File: config.mk
export PLATFORM = sky130hd
export DESIGN_NAME = audio_out_serializer
export DESIGN_NICKNAME = d
export VERILOG_FILES = /design/src/rtl/aos_pkg.sv /design/src/rtl/aos_clkgen.sv /design/src/rtl/aos_lane.sv /design/src/rtl/aos_group.sv /design/src/rtl/audio_out_serializer.sv
export SDC_FILE = /design/constraint.sdc
export NUM_CORES = 2
export LEC_CHECK = 0
export BUFFER_PORTS_ARGS = -buffer_cell sky130_fd_sc_hd__buf_2
export CELL_PAD_IN_SITES_DETAIL_PLACEMENT = 1
export CELL_PAD_IN_SITES_GLOBAL_PLACEMENT = 2
export CORE_MARGIN = 2
export CORE_UTILIZATION = 39
export DETAILED_ROUTE_END_ITERATION = 7
export GPL_TIMING_DRIVEN = 0
export PLACE_DENSITY = 0.76
export SLEW_MARGIN = 25
export SYNTH_ARGS = -nofsm -noshare
export SYNTH_HDL_FRONTEND = slang
export SYNTH_SLANG_ARGS = --single-unit
File: constraint.sdc
create_clock -name clk -period 5.8 [get_ports clk]
set_clock_uncertainty 0.15 [all_clocks]
set_input_delay 0.58 -clock clk [delete_from_list [all_inputs] [get_ports clk]]
set_output_delay 0.58 -clock clk [all_outputs]
set_load 0.02 [all_outputs]
File: src/rtl/aos_pkg.sv
package aos_pkg;

    typedef enum logic [2:0] {
        FMT_I2S   = 3'd0,
        FMT_LJ    = 3'd1,
        FMT_RJ    = 3'd2,
        FMT_TDM8  = 3'd3,
        FMT_TDM16 = 3'd4
    } fmt_e;

    typedef enum logic [1:0] {
        ST_HUNT   = 2'd0,
        ST_SLAVE  = 2'd1,
        ST_MASTER = 2'd2
    } clk_st_e;

endpackage

File: src/rtl/aos_clkgen.sv
module aos_clkgen
    import aos_pkg::*;
#(
    parameter int SLOT_W  = 32,
    parameter int SLOTS_A = 8,
    parameter int SLOTS_B = 16,
    parameter int DIV_W   = 8,
    parameter int POS_W   = $clog2(SLOTS_B * SLOT_W)
) (
    input  logic             clk,
    input  logic             rst_n,
    input  logic             cfg_we,
    input  logic             cfg_master,
    input  fmt_e             cfg_fmt,
    input  logic [DIV_W-1:0] cfg_div,
    input  logic             bclk_in,
    input  logic             lrclk_in,
    output logic             tick,
    output logic [POS_W-1:0] pos_next,
    output fmt_e             fmt,
    output logic             hunting,
    output logic             bclk_o,
    output logic             lrclk_o,
    output logic             oe
);

    localparam logic [POS_W-1:0] LAST_2CH = POS_W'(2 * SLOT_W - 1);
    localparam logic [POS_W-1:0] LAST_A   = POS_W'(SLOTS_A * SLOT_W - 1);
    localparam logic [POS_W-1:0] LAST_B   = POS_W'(SLOTS_B * SLOT_W - 1);
    localparam logic [POS_W-1:0] RIGHT_AT = POS_W'(SLOT_W);

    clk_st_e          st_q, st_d;
    fmt_e             fmt_q;
    logic [DIV_W-1:0] div_q, dcnt_q, half_w, half_m1;
    logic             bclk_q, lrclk_q;
    logic [POS_W-1:0] pos_q, pos_inc, last_pos, s_edge_pos;
    logic             b_s1, b_s2, b_s3, l_s1, l_s2, lr_prev_q;
    logic             is_tdm, m_fall, s_fall, s_edge, lock_hit;

    // derived timing terms
    always_comb begin
        unique case (fmt_q)
            FMT_TDM8:  last_pos = LAST_A;
            FMT_TDM16: last_pos = LAST_B;
            default:   last_pos = LAST_2CH;
        endcase
        is_tdm     = (fmt_q == FMT_TDM8) || (fmt_q == FMT_TDM16);
        pos_inc    = (pos_q == last_pos) ? '0 : pos_q + 1'b1;
        half_w     = {1'b0, div_q[DIV_W-1:1]};
        half_m1    = (half_w == '0) ? '0 : half_w - 1'b1;
        m_fall     = bclk_q && (dcnt_q == half_m1);
        s_fall     = b_s3 && !b_s2;
        s_edge     = is_tdm ? l_s2 : (l_s2 != lr_prev_q);
        s_edge_pos = (!is_tdm && l_s2) ? RIGHT_AT : '0;
        lock_hit   = is_tdm ? l_s2 : (lr_prev_q && !l_s2);
    end

    // next-state logic
    always_comb begin
        st_d = st_q;
        if (cfg_we) begin
            st_d = cfg_master ? ST_MASTER : ST_HUNT;
        end else begin
            unique case (st_q)
                ST_HUNT:   if (s_fall && lock_hit) st_d = ST_SLAVE;
                ST_SLAVE:  st_d = ST_SLAVE;
                ST_MASTER: st_d = ST_MASTER;
                default:   st_d = ST_HUNT;
            endcase
        end
    end

    // state register
    always_ff @(posedge clk or negedge rst_n) begin
        if (!rst_n) st_q <= ST_HUNT;
        else        st_q <= st_d;
    end

    // outputs of the state machine
    always_comb begin
        tick     = 1'b0;
        pos_next = pos_inc;
        unique case (st_q)
            ST_MASTER: tick = m_fall;
            ST_SLAVE: begin
                tick     = s_fall;
                pos_next = s_edge ? s_edge_pos : pos_inc;
            end
            ST_HUNT: begin
                tick     = s_fall && lock_hit;
                pos_next = s_edge_pos;
            end
            default: tick = 1'b0;
        endcase
        if (cfg_we) tick = 1'b0;
        fmt     = fmt_q;
        hunting = (st_q == ST_HUNT);
        oe      = (st_q == ST_MASTER);
        bclk_o  = bclk_q;
        lrclk_o = lrclk_q;
    end

    // input synchronisers, run in every state
    always_ff @(posedge clk or negedge rst_n) begin
        if (!rst_n) begin
            b_s1 <= 1'b0; b_s2 <= 1'b0; b_s3 <= 1'b0;
            l_s1 <= 1'b0; l_s2 <= 1'b0;
        end else begin
            b_s1 <= bclk_in;  b_s2 <= b_s1; b_s3 <= b_s2;
            l_s1 <= lrclk_in; l_s2 <= l_s1;
        end
    end

    // configuration, divider, frame position
    always_ff @(posedge clk or negedge rst_n) begin
        if (!rst_n) begin
            fmt_q     <= FMT_I2S;
            div_q     <= DIV_W'(2);
            dcnt_q    <= '0;
            bclk_q    <= 1'b0;
            lrclk_q   <= 1'b0;
            pos_q     <= '1;
            lr_prev_q <= 1'b0;
        end else if (cfg_we) begin
            fmt_q     <= cfg_fmt;
            div_q     <= cfg_div;
            dcnt_q    <= '0;
            bclk_q    <= 1'b0;
            lrclk_q   <= 1'b0;
            pos_q     <= '1;
            lr_prev_q <= 1'b0;
        end else begin
            if (st_q == ST_MASTER) begin
                if (dcnt_q == half_m1) begin
                    dcnt_q <= '0;
                    bclk_q <= ~bclk_q;
                    if (bclk_q)
                        lrclk_q <= is_tdm ? (pos_inc == '0) : (pos_inc >= RIGHT_AT);
                end else begin
                    dcnt_q <= dcnt_q + 1'b1;
                end
            end else if (s_fall) begin
                lr_prev_q <= l_s2;
            end
            if (tick) pos_q <= pos_next;
        end
    end


    master_only_by_cfg_chk: assert property (@(posedge clk) disable iff (!rst_n)
        $rose(oe) |-> $past(cfg_we && cfg_master));


    slave_after_cfg_chk: assert property (@(posedge clk) disable iff (!rst_n)
        ($past(cfg_we) && !$past(cfg_master)) |-> !oe);


    lr_on_fall_chk: assert property (@(posedge clk) disable iff (!rst_n)
        (oe && $past(oe) && !$past(cfg_we) && lrclk_q != $past(lrclk_q))
        |-> ($past(bclk_q) && !bclk_q));

endmodule

File: src/rtl/aos_lane.sv
module aos_lane
    import aos_pkg::*;
#(
    parameter int WORD_W = 24,
    parameter int SLOT_W = 32,
    parameter int LANES  = 4,
    parameter int NCH    = 16,
    parameter int GRP    = 0,
    parameter int LANE   = 0,
    parameter int POS_W  = 9
) (
    input  fmt_e                    fmt,
    input  logic [POS_W-1:0]        pos,
    input  logic [NCH*WORD_W-1:0]   words,
    output logic                    bit_o
);

    localparam int SL      = $clog2(SLOT_W);
    localparam int GRP_CH0 = GRP * 2 * LANES;
    localparam int RJ_OFS  = SLOT_W - WORD_W;

    logic [POS_W-SL-1:0] slot;
    logic [SL-1:0]       sb;
    int                  ch, k, idx;
    logic                use_lane;

    always_comb begin
        slot     = pos[POS_W-1:SL];
        sb       = pos[SL-1:0];
        ch       = 0;
        k        = -1;
        use_lane = 1'b0;
        unique case (fmt)
            FMT_I2S, FMT_LJ, FMT_RJ: begin
                use_lane = 1'b1;
                ch       = GRP_CH0 + 2 * LANE + int'(slot[0]);
                if (fmt == FMT_I2S)     k = int'(sb) - 1;
                else if (fmt == FMT_LJ) k = int'(sb);
                else                    k = int'(sb) - RJ_OFS;
            end
            FMT_TDM8: begin
                use_lane = (LANE == 0);
                ch       = GRP_CH0 + int'(slot);
                k        = int'(sb);
            end
            FMT_TDM16: begin
                use_lane = (GRP == 0) && (LANE == 0);
                ch       = int'(slot);
                k        = int'(sb);
            end
            default: use_lane = 1'b0;
        endcase
        if (use_lane && k >= 0 && k < WORD_W && ch < NCH) begin
            idx   = ch * WORD_W + WORD_W - 1 - k;
            bit_o = words[idx];
        end else begin
            idx   = 0;
            bit_o = 1'b0;
        end
    end

endmodule

File: src/rtl/aos_group.sv
module aos_group
    import aos_pkg::*;
#(
    parameter int WORD_W = 24,
    parameter int SLOT_W = 32,
    parameter int LANES  = 4,
    parameter int NCH    = 16,
    parameter int DIV_W  = 8,
    parameter int GRP    = 0
) (
    input  logic                  clk,
    input  logic                  rst_n,
    input  logic                  cfg_we,
    input  logic                  cfg_master,
    input  fmt_e                  cfg_fmt,
    input  logic [DIV_W-1:0]      cfg_div,
    input  logic [NCH*WORD_W-1:0] words,
    input  logic                  bclk_in,
    input  logic                  lrclk_in,
    output logic                  bclk_o,
    output logic                  lrclk_o,
    output logic                  oe,
    output logic [LANES-1:0]      sdata
);

    localparam int POS_W = $clog2(NCH * SLOT_W);

    logic                  tick, hunting;
    logic [POS_W-1:0]      pos_next;
    fmt_e                  fmt;
    logic [NCH*WORD_W-1:0] shadow_q, src;
    logic [LANES-1:0]      bit_d, pins_q;

    aos_clkgen #(
        .SLOT_W (SLOT_W),
        .SLOTS_A(2 * LANES),
        .SLOTS_B(NCH),
        .DIV_W  (DIV_W),
        .POS_W  (POS_W)
    ) u_clk (
        .clk       (clk),
        .rst_n     (rst_n),
        .cfg_we    (cfg_we),
        .cfg_master(cfg_master),
        .cfg_fmt   (cfg_fmt),
        .cfg_div   (cfg_div),
        .bclk_in   (bclk_in),
        .lrclk_in  (lrclk_in),
        .tick      (tick),
        .pos_next  (pos_next),
        .fmt       (fmt),
        .hunting   (hunting),
        .bclk_o    (bclk_o),
        .lrclk_o   (lrclk_o),
        .oe        (oe)
    );

    assign src = (pos_next == '0) ? words : shadow_q;

    for (genvar l = 0; l < LANES; l++) begin : g_lane
        aos_lane #(
            .WORD_W(WORD_W), .SLOT_W(SLOT_W), .LANES(LANES), .NCH(NCH),
            .GRP(GRP), .LANE(l), .POS_W(POS_W)
        ) u_lane (
            .fmt  (fmt),
            .pos  (pos_next),
            .words(src),
            .bit_o(bit_d[l])
        );
    end

    always_ff @(posedge clk or negedge rst_n) begin
        if (!rst_n) begin
            pins_q   <= '0;
            shadow_q <= '0;
        end else if (cfg_we) begin
            pins_q   <= '0;
        end else if (tick) begin
            pins_q <= bit_d;
            if (pos_next == '0) shadow_q <= words;
        end
    end

    assign sdata = pins_q;


    hunt_quiet_chk: assert property (@(posedge clk) disable iff (!rst_n)
        hunting |-> (sdata == '0));


    data_on_fall_chk: assert property (@(posedge clk) disable iff (!rst_n)
        (oe && $past(oe) && !$past(cfg_we) && sdata != $past(sdata))
        |-> ($past(bclk_o) && !bclk_o));


    tdm8_spare_zero_chk: assert property (@(posedge clk) disable iff (!rst_n)
        (fmt == FMT_TDM8) |-> (sdata[LANES-1:1] == '0));

    if (GRP != 0) begin : g_far_chk

        tdm16_far_zero_chk: assert property (@(posedge clk) disable iff (!rst_n)
            (fmt == FMT_TDM16) |-> (sdata == '0));
    end

endmodule

File: src/rtl/audio_out_serializer.sv
module audio_out_serializer
    import aos_pkg::*;
#(
    parameter int WORD_W = 24,
    parameter int SLOT_W = 32,
    parameter int LANES  = 4,
    parameter int DIV_W  = 8
) (
    input  logic                         clk,
    input  logic                         rst_n,
    input  logic [1:0]                   cfg_we,
    input  logic [1:0]                   cfg_master,
    input  logic [5:0]                   cfg_fmt,
    input  logic [2*DIV_W-1:0]           cfg_div,
    input  logic [4*LANES*WORD_W-1:0]    ch_data,
    input  logic [1:0]                   bclk_in,
    input  logic [1:0]                   lrclk_in,
    output logic [1:0]                   bclk_out,
    output logic [1:0]                   lrclk_out,
    output logic [1:0]                   clk_oe,
    output logic [2*LANES-1:0]           sdata_out
);

    localparam int GROUPS = 2;
    localparam int NCH    = 2 * GROUPS * LANES;

    for (genvar g = 0; g < GROUPS; g++) begin : g_grp
        aos_group #(
            .WORD_W(WORD_W), .SLOT_W(SLOT_W), .LANES(LANES),
            .NCH(NCH), .DIV_W(DIV_W), .GRP(g)
        ) u_grp (
            .clk       (clk),
            .rst_n     (rst_n),
            .cfg_we    (cfg_we[g]),
            .cfg_master(cfg_master[g]),
            .cfg_fmt   (fmt_e'(cfg_fmt[3*g +: 3])),
            .cfg_div   (cfg_div[DIV_W*g +: DIV_W]),
            .words     (ch_data),
            .bclk_in   (bclk_in[g]),
            .lrclk_in  (lrclk_in[g]),
            .bclk_o    (bclk_out[g]),
            .lrclk_o   (lrclk_out[g]),
            .oe        (clk_oe[g]),
            .sdata     (sdata_out[LANES*g +: LANES])
        );
    end

endmodule

==> metrics.txt <==
# TYPE chip_impl_metric gauge
chip_impl_metric{name="tightest_slew",unit="ps"} 1123
chip_impl_metric{name="synthToLayoutAreaGrowth",unit="%"} 28.46
chip_impl_metric{name="floorplan.die.width",unit="um"} 373.4
chip_impl_metric{name="avgSynthCellArea",unit="um2"} 9.796
chip_impl_metric{name="clk_pin_slew_worst_paths",unit="ps"} 60
chip_impl_metric{name="grt_first_pass_wirelength",unit="um"} 418200
chip_impl_metric{name="grt_overflow",unit=""} 0
chip_impl_metric{name="asyncSetResetFlopFracSynth",unit="%"} 100.0
chip_impl_info{name="cp_delay_by_family_top",value="compound AO/OA/AOI/OAI gates"} 1
chip_impl_metric{name="layout.nets",unit=""} 6867
chip_impl_metric{name="port_buffers",unit=""} 425
chip_impl_metric{name="delay_contributed_by_the_slowest_stage_of_the_critical_path",unit="ps"} 540
chip_impl_metric{name="power.internal",unit="mW"} 16.81
chip_impl_metric{name="ios",unit=""} 430
chip_impl_metric{name="max_freq",unit="MHz"} 172.3
chip_impl_info{name="violations_in_the_final_reports",value="setup timing"} 1
chip_impl_metric{name="post-dp-hpwl",unit="um"} 222600
chip_impl_metric{name="drive_gt1_share",unit="%"} 34.26
chip_impl_info{name="synth_largest_area_cell",value="sky130_fd_sc_hd__dfrtp_1"} 1
chip_impl_metric{name="final-max-slew-violation-count",unit=""} 0
chip_impl_metric{name="multi_input_comb_area",unit="mm2"} 0.03153
chip_impl_metric{name="die_h",unit="um"} 373.4
chip_impl_metric{name="drc",unit=""} 0
chip_impl_info{name="clock-root-buffer",value="sky130_fd_sc_hd__clkbuf_16"} 1
chip_impl_metric{name="instances_no_fill",unit=""} 8215
chip_impl_metric{name="rows",unit=""} 135
chip_impl_metric{name="place.gp.congestion",unit=""} 1.044
chip_impl_metric{name="first_global_vias",unit=""} 53180
chip_impl_info{name="critPathSlowestCell",value="sky130_fd_sc_hd__dfstp_2"} 1
chip_impl_info{name="ys.flop_type",value="sky130_fd_sc_hd__dfrtp_1"} 1
chip_impl_metric{name="power.switching_fraction",unit="%"} 43.54
chip_impl_metric{name="pwr-share-clk",unit="%"} 23.6
chip_impl_metric{name="syn_area",unit="mm2"} 0.05323
chip_impl_info{name="hold_class",value="in -> reg"} 1
chip_impl_info{name="critical_path.most_common_cell",value="sky130_fd_sc_hd__buf_6"} 1
chip_impl_metric{name="layout_setup_ws",unit="ps"} -2.343
chip_impl_info{name="most_common_cell_after_layout_fill_and_taps_aside",value="sky130_fd_sc_hd__dfrtp_1"} 1
chip_impl_metric{name="setup_viol_count_final",unit=""} 1
chip_impl_metric{name="initial_core_util",unit="%"} 39.29
chip_impl_metric{name="fillerInstances",unit=""} 14940
chip_impl_metric{name="register_area",unit="mm2"} 0.02130
chip_impl_info{name="rsz_0062_raised_after_global_routing",value="yes"} 1
chip_impl_metric{name="final.setup.tns",unit="ps"} -2.343
chip_impl_metric{name="tritoncts.num_buffers",unit=""} 105
chip_impl_metric{name="synth-warning-count",unit=""} 0
chip_impl_metric{name="largest_net_degree_at_the_start_of_global_routing",unit=""} 117
chip_impl_metric{name="hold-worst-slack",unit="ps"} 15.57
chip_impl_metric{name="power.density",unit="mW/mm2"} 435.5
chip_impl_metric{name="route.final.wire_length",unit="um"} 304600
chip_impl_info{name="crit_type",value="reg -> reg"} 1
chip_impl_info{name="start_kind",value="flop"} 1
chip_impl_metric{name="report.final.hold_viol_count",unit=""} 0
chip_impl_metric{name="drt_pre_antenna_iters",unit=""} 6
chip_impl_metric{name="p_leak",unit="nW"} 30.88
chip_impl_metric{name="tritoncts_num_sinks",unit=""} 850
chip_impl_metric{name="sequentialPowerShare",unit="%"} 27.5
chip_impl_metric{name="via_per_inst",unit=""} 6.485
chip_impl_metric{name="critical_path_arrival",unit="ps"} 6270
chip_impl_metric{name="initialDrtViolationCount",unit=""} 6367
chip_impl_metric{name="synth.top_cell.area_share",unit="%"} 39.02
chip_impl_metric{name="die_area",unit="mm2"} 0.1395
chip_impl_metric{name="maxSlewHeadroom",unit="%"} 25.14
chip_impl_metric{name="finalWorstPathRequiredPeriod",unit="ps"} 5802
chip_impl_metric{name="combPwrFrac",unit="%"} 48.9
chip_impl_metric{name="period_share",unit="%"} 100.0
chip_impl_metric{name="worstPathMaxFanout",unit=""} 11
chip_impl_metric{name="fp.coreArea",unit="mm2"} 0.1355
chip_impl_info{name="cts_tree",value="yes"} 1
chip_impl_metric{name="path_buf_inv",unit=""} 8
chip_impl_metric{name="critical_path_required",unit="ps"} 6270
chip_impl_metric{name="detail_route_antenna_nets",unit=""} 0
chip_impl_metric{name="avgRoutedWirePerCell",unit="um"} 37.07
chip_impl_metric{name="synth_cells",unit=""} 5434
chip_impl_metric{name="synth_sequential_area_ratio",unit="%"} 40.01
chip_impl_info{name="final_cell_mix",value="825 x sky130_fd_sc_hd__dfrtp_1, 811 x sky130_fd_sc_hd__mux2_2, 576 x sky130_fd_sc_hd__nor2_1, 510 x sky130_fd_sc_hd__buf_2, 361 x sky130_fd_sc_hd__mux2i_1"} 1
chip_impl_info{name="end_kind",value="flop"} 1
chip_impl_metric{name="netlist-cell-type-count",unit=""} 99
chip_impl_info{name="outcome",value="finished with violations"} 1
chip_impl_metric{name="clock_latency",unit="ps"} 780
chip_impl_metric{name="synth_edf_count",unit=""} 0
chip_impl_metric{name="routed-via-count",unit=""} 53280
chip_impl_metric{name="synth-seq-cells",unit=""} 850
chip_impl_metric{name="clockBufferDepth",unit=""} 3
chip_impl_metric{name="place.detailed.instances",unit=""} 7679
chip_impl_metric{name="synth_nets",unit=""} 5966
chip_impl_metric{name="cts_max_level",unit=""} 3
chip_impl_info{name="synth.top_cells.by_area",value="sky130_fd_sc_hd__dfrtp_1 39%, sky130_fd_sc_hd__mux2_2 17%, sky130_fd_sc_hd__mux2i_1 6.8%"} 1
chip_impl_metric{name="track_usage",unit="%"} 42.42
chip_impl_metric{name="drv.max_cap_violation_count",unit=""} 0
chip_impl_metric{name="total_switching_power",unit="mW"} 12.96
chip_impl_metric{name="worst_ir_drop_on_vdd",unit="V"} 0.0002567
chip_impl_metric{name="initial_antenna_violation_count",unit=""} 46
==> Yosys cell counts (all sizes together), types with 29 or more instances <==
master  count
o21ai     296
xor2       30
nand3     267
nand2     336
nand2b     32
o22ai      96
dfrtp     830
clkbuf    197
xnor2      68
and3       43
nor3      138
mux2i     363
ha        108
a32oi      39
buf       217
mux2      811
nor4       40
inv        91
a211oi     29
o211ai     52
nand4      66
a21oi     219
nor2      594
a21o       29
==> per-stage QoR <==
stage / instance area (um2) / power, mW / util [%] / setup slack (ps)
floorplan: 53230 / 14.87 / - / 432.5
global placement: 57590 / 19.93 / 42.51 / -16060
detailed placement: 58670 / 20.45 / 43.31 / -2571
CTS: 67110 / 28.57 / 49.54 / -1.929
global route: 68350 / 30.52 / 50.46 / -101.1
finish: 68380 / 29.78 / 50.47 / -2.343
==> flip-flops by register name, summed over array words and instances (netlist names) <==
register and cells:
g_grp.u_grp.u_clk.b_s1 2, g_grp.u_grp.u_clk.b_s3 2, g_grp.u_grp.u_clk.div_q 14, g_grp.u_grp.u_clk.pos_q 18, g_grp.u_grp.u_clk.bclk_o 2, g_grp.u_grp.shadow_q 768
g_grp.u_grp.u_clk.dcnt_q 16, g_grp.u_grp.u_clk.fmt 6, g_grp.u_grp.u_clk.l_s2 2, g_grp.u_grp.u_clk.st_q 4, g_grp.u_grp.u_clk.l_s1 2, g_grp.u_grp.u_clk.lrclk_o 2
g_grp.u_grp.sdata 8, g_grp.u_grp.u_clk.lr_prev_q 2, g_grp.u_grp.u_clk.b_s2 2
==> area by class of cell <==
type	count	share of cell area [%]
diodes	13	0.04758
multi-input cells	4078	46.11
well taps	1781	3.259
clock buffers	171	4.734
clock inverters	22	0.5032
repair buffers	811	9.193
plain buffers	397	4.469
inverters	92	0.5270
flip-flops and latches	850	31.15
==> path summary, 6_finish.rpt <==
kind	to	slack, ps	startpoint	cells after the start
worst min register to register	g_grp[1].u_grp.u_clk.l_s2	200	g_grp[1].u_grp.u_clk.l_s1	0
worst max register to register	g_grp[0].u_grp.sdata[0]	-2	g_grp[0].u_grp.u_clk.pos_q[7]	25
min in group asynchronous	g_grp[0].u_grp.u_clk.div_q[7]	310	rst_n	2
worst max-delay path	g_grp[0].u_grp.sdata[0]	-2	g_grp[0].u_grp.u_clk.pos_q[7]	25
worst min-delay path	g_grp[0].u_grp.shadow_q[123]	20	ch_data[123]	2
max in group asynchronous	g_grp[1].u_grp.shadow_q[359]	2990	rst_n	5
==> timing repair <==
item                                    in CTS  in global routing
gates cloned                                 0                  1
hold buffers                               242                  0
pin swaps                                   42                 57
gates resized for setup                    566                217
endpoints found under the hold margin      536                  0
setup buffers                               41                 63
endpoints found under the setup margin     776                650
==> worst register-to-register path, delay by kind of cell, from the launching register on <==
family	cells	cell delay, ps
AOI/OAI and AO/OA	8	1940
adders and majority gates	1	190
buffers and inverters	8	1770
DFF	1	540
and+or+nand+nor	8	1110
==> power groups by stage <==
| stage | Sequential, mW | Combinational, mW | Clock (mW) |
|---|---|---|---|
| 2_1_floorplan | 7.98 | 6.89 | 0 |
| 3_3_place_gp | 8.17 | 11.8 | 0 |
| 3_5_place_dp | 8.23 | 12.2 | 0 |
| 4_1_cts | 8.14 | 13.4 | 7.05 |
| 5_1_grt | 8.35 | 14.9 | 7.26 |
| 6_report | 8.18 | 14.6 | 7.02 |
==> cell families (layout without fill, tap and decap cells) <==
logic type / count (synthesis) / count (layout) / synth area share, %
and+or+nand+nor: 1641 / 1641 / 14.22
adders and majority gates: 116 / 116 / 2.839
AOI/OAI and AO/OA: 1038 / 1038 / 12.72
DFF: 850 / 850 / 40.01
xor gates and xnor gates: 98 / 98 / 1.612
buffers and inverters: 506 / 1493 / 4.153
muxes: 1185 / 1185 / 24.45
other: 0 / 13 / 0
==> routing by layer <==
metal,track usage [%],up-vias,share of wire (%)
li1,-,21700,-
met1,54.96,27410,39
met2,61.28,3209,41
met3,13.98,922,12
met4,25.30,30,7.4
met5,0.5146,-,0.091
Power figures use the tool's default switching activity.
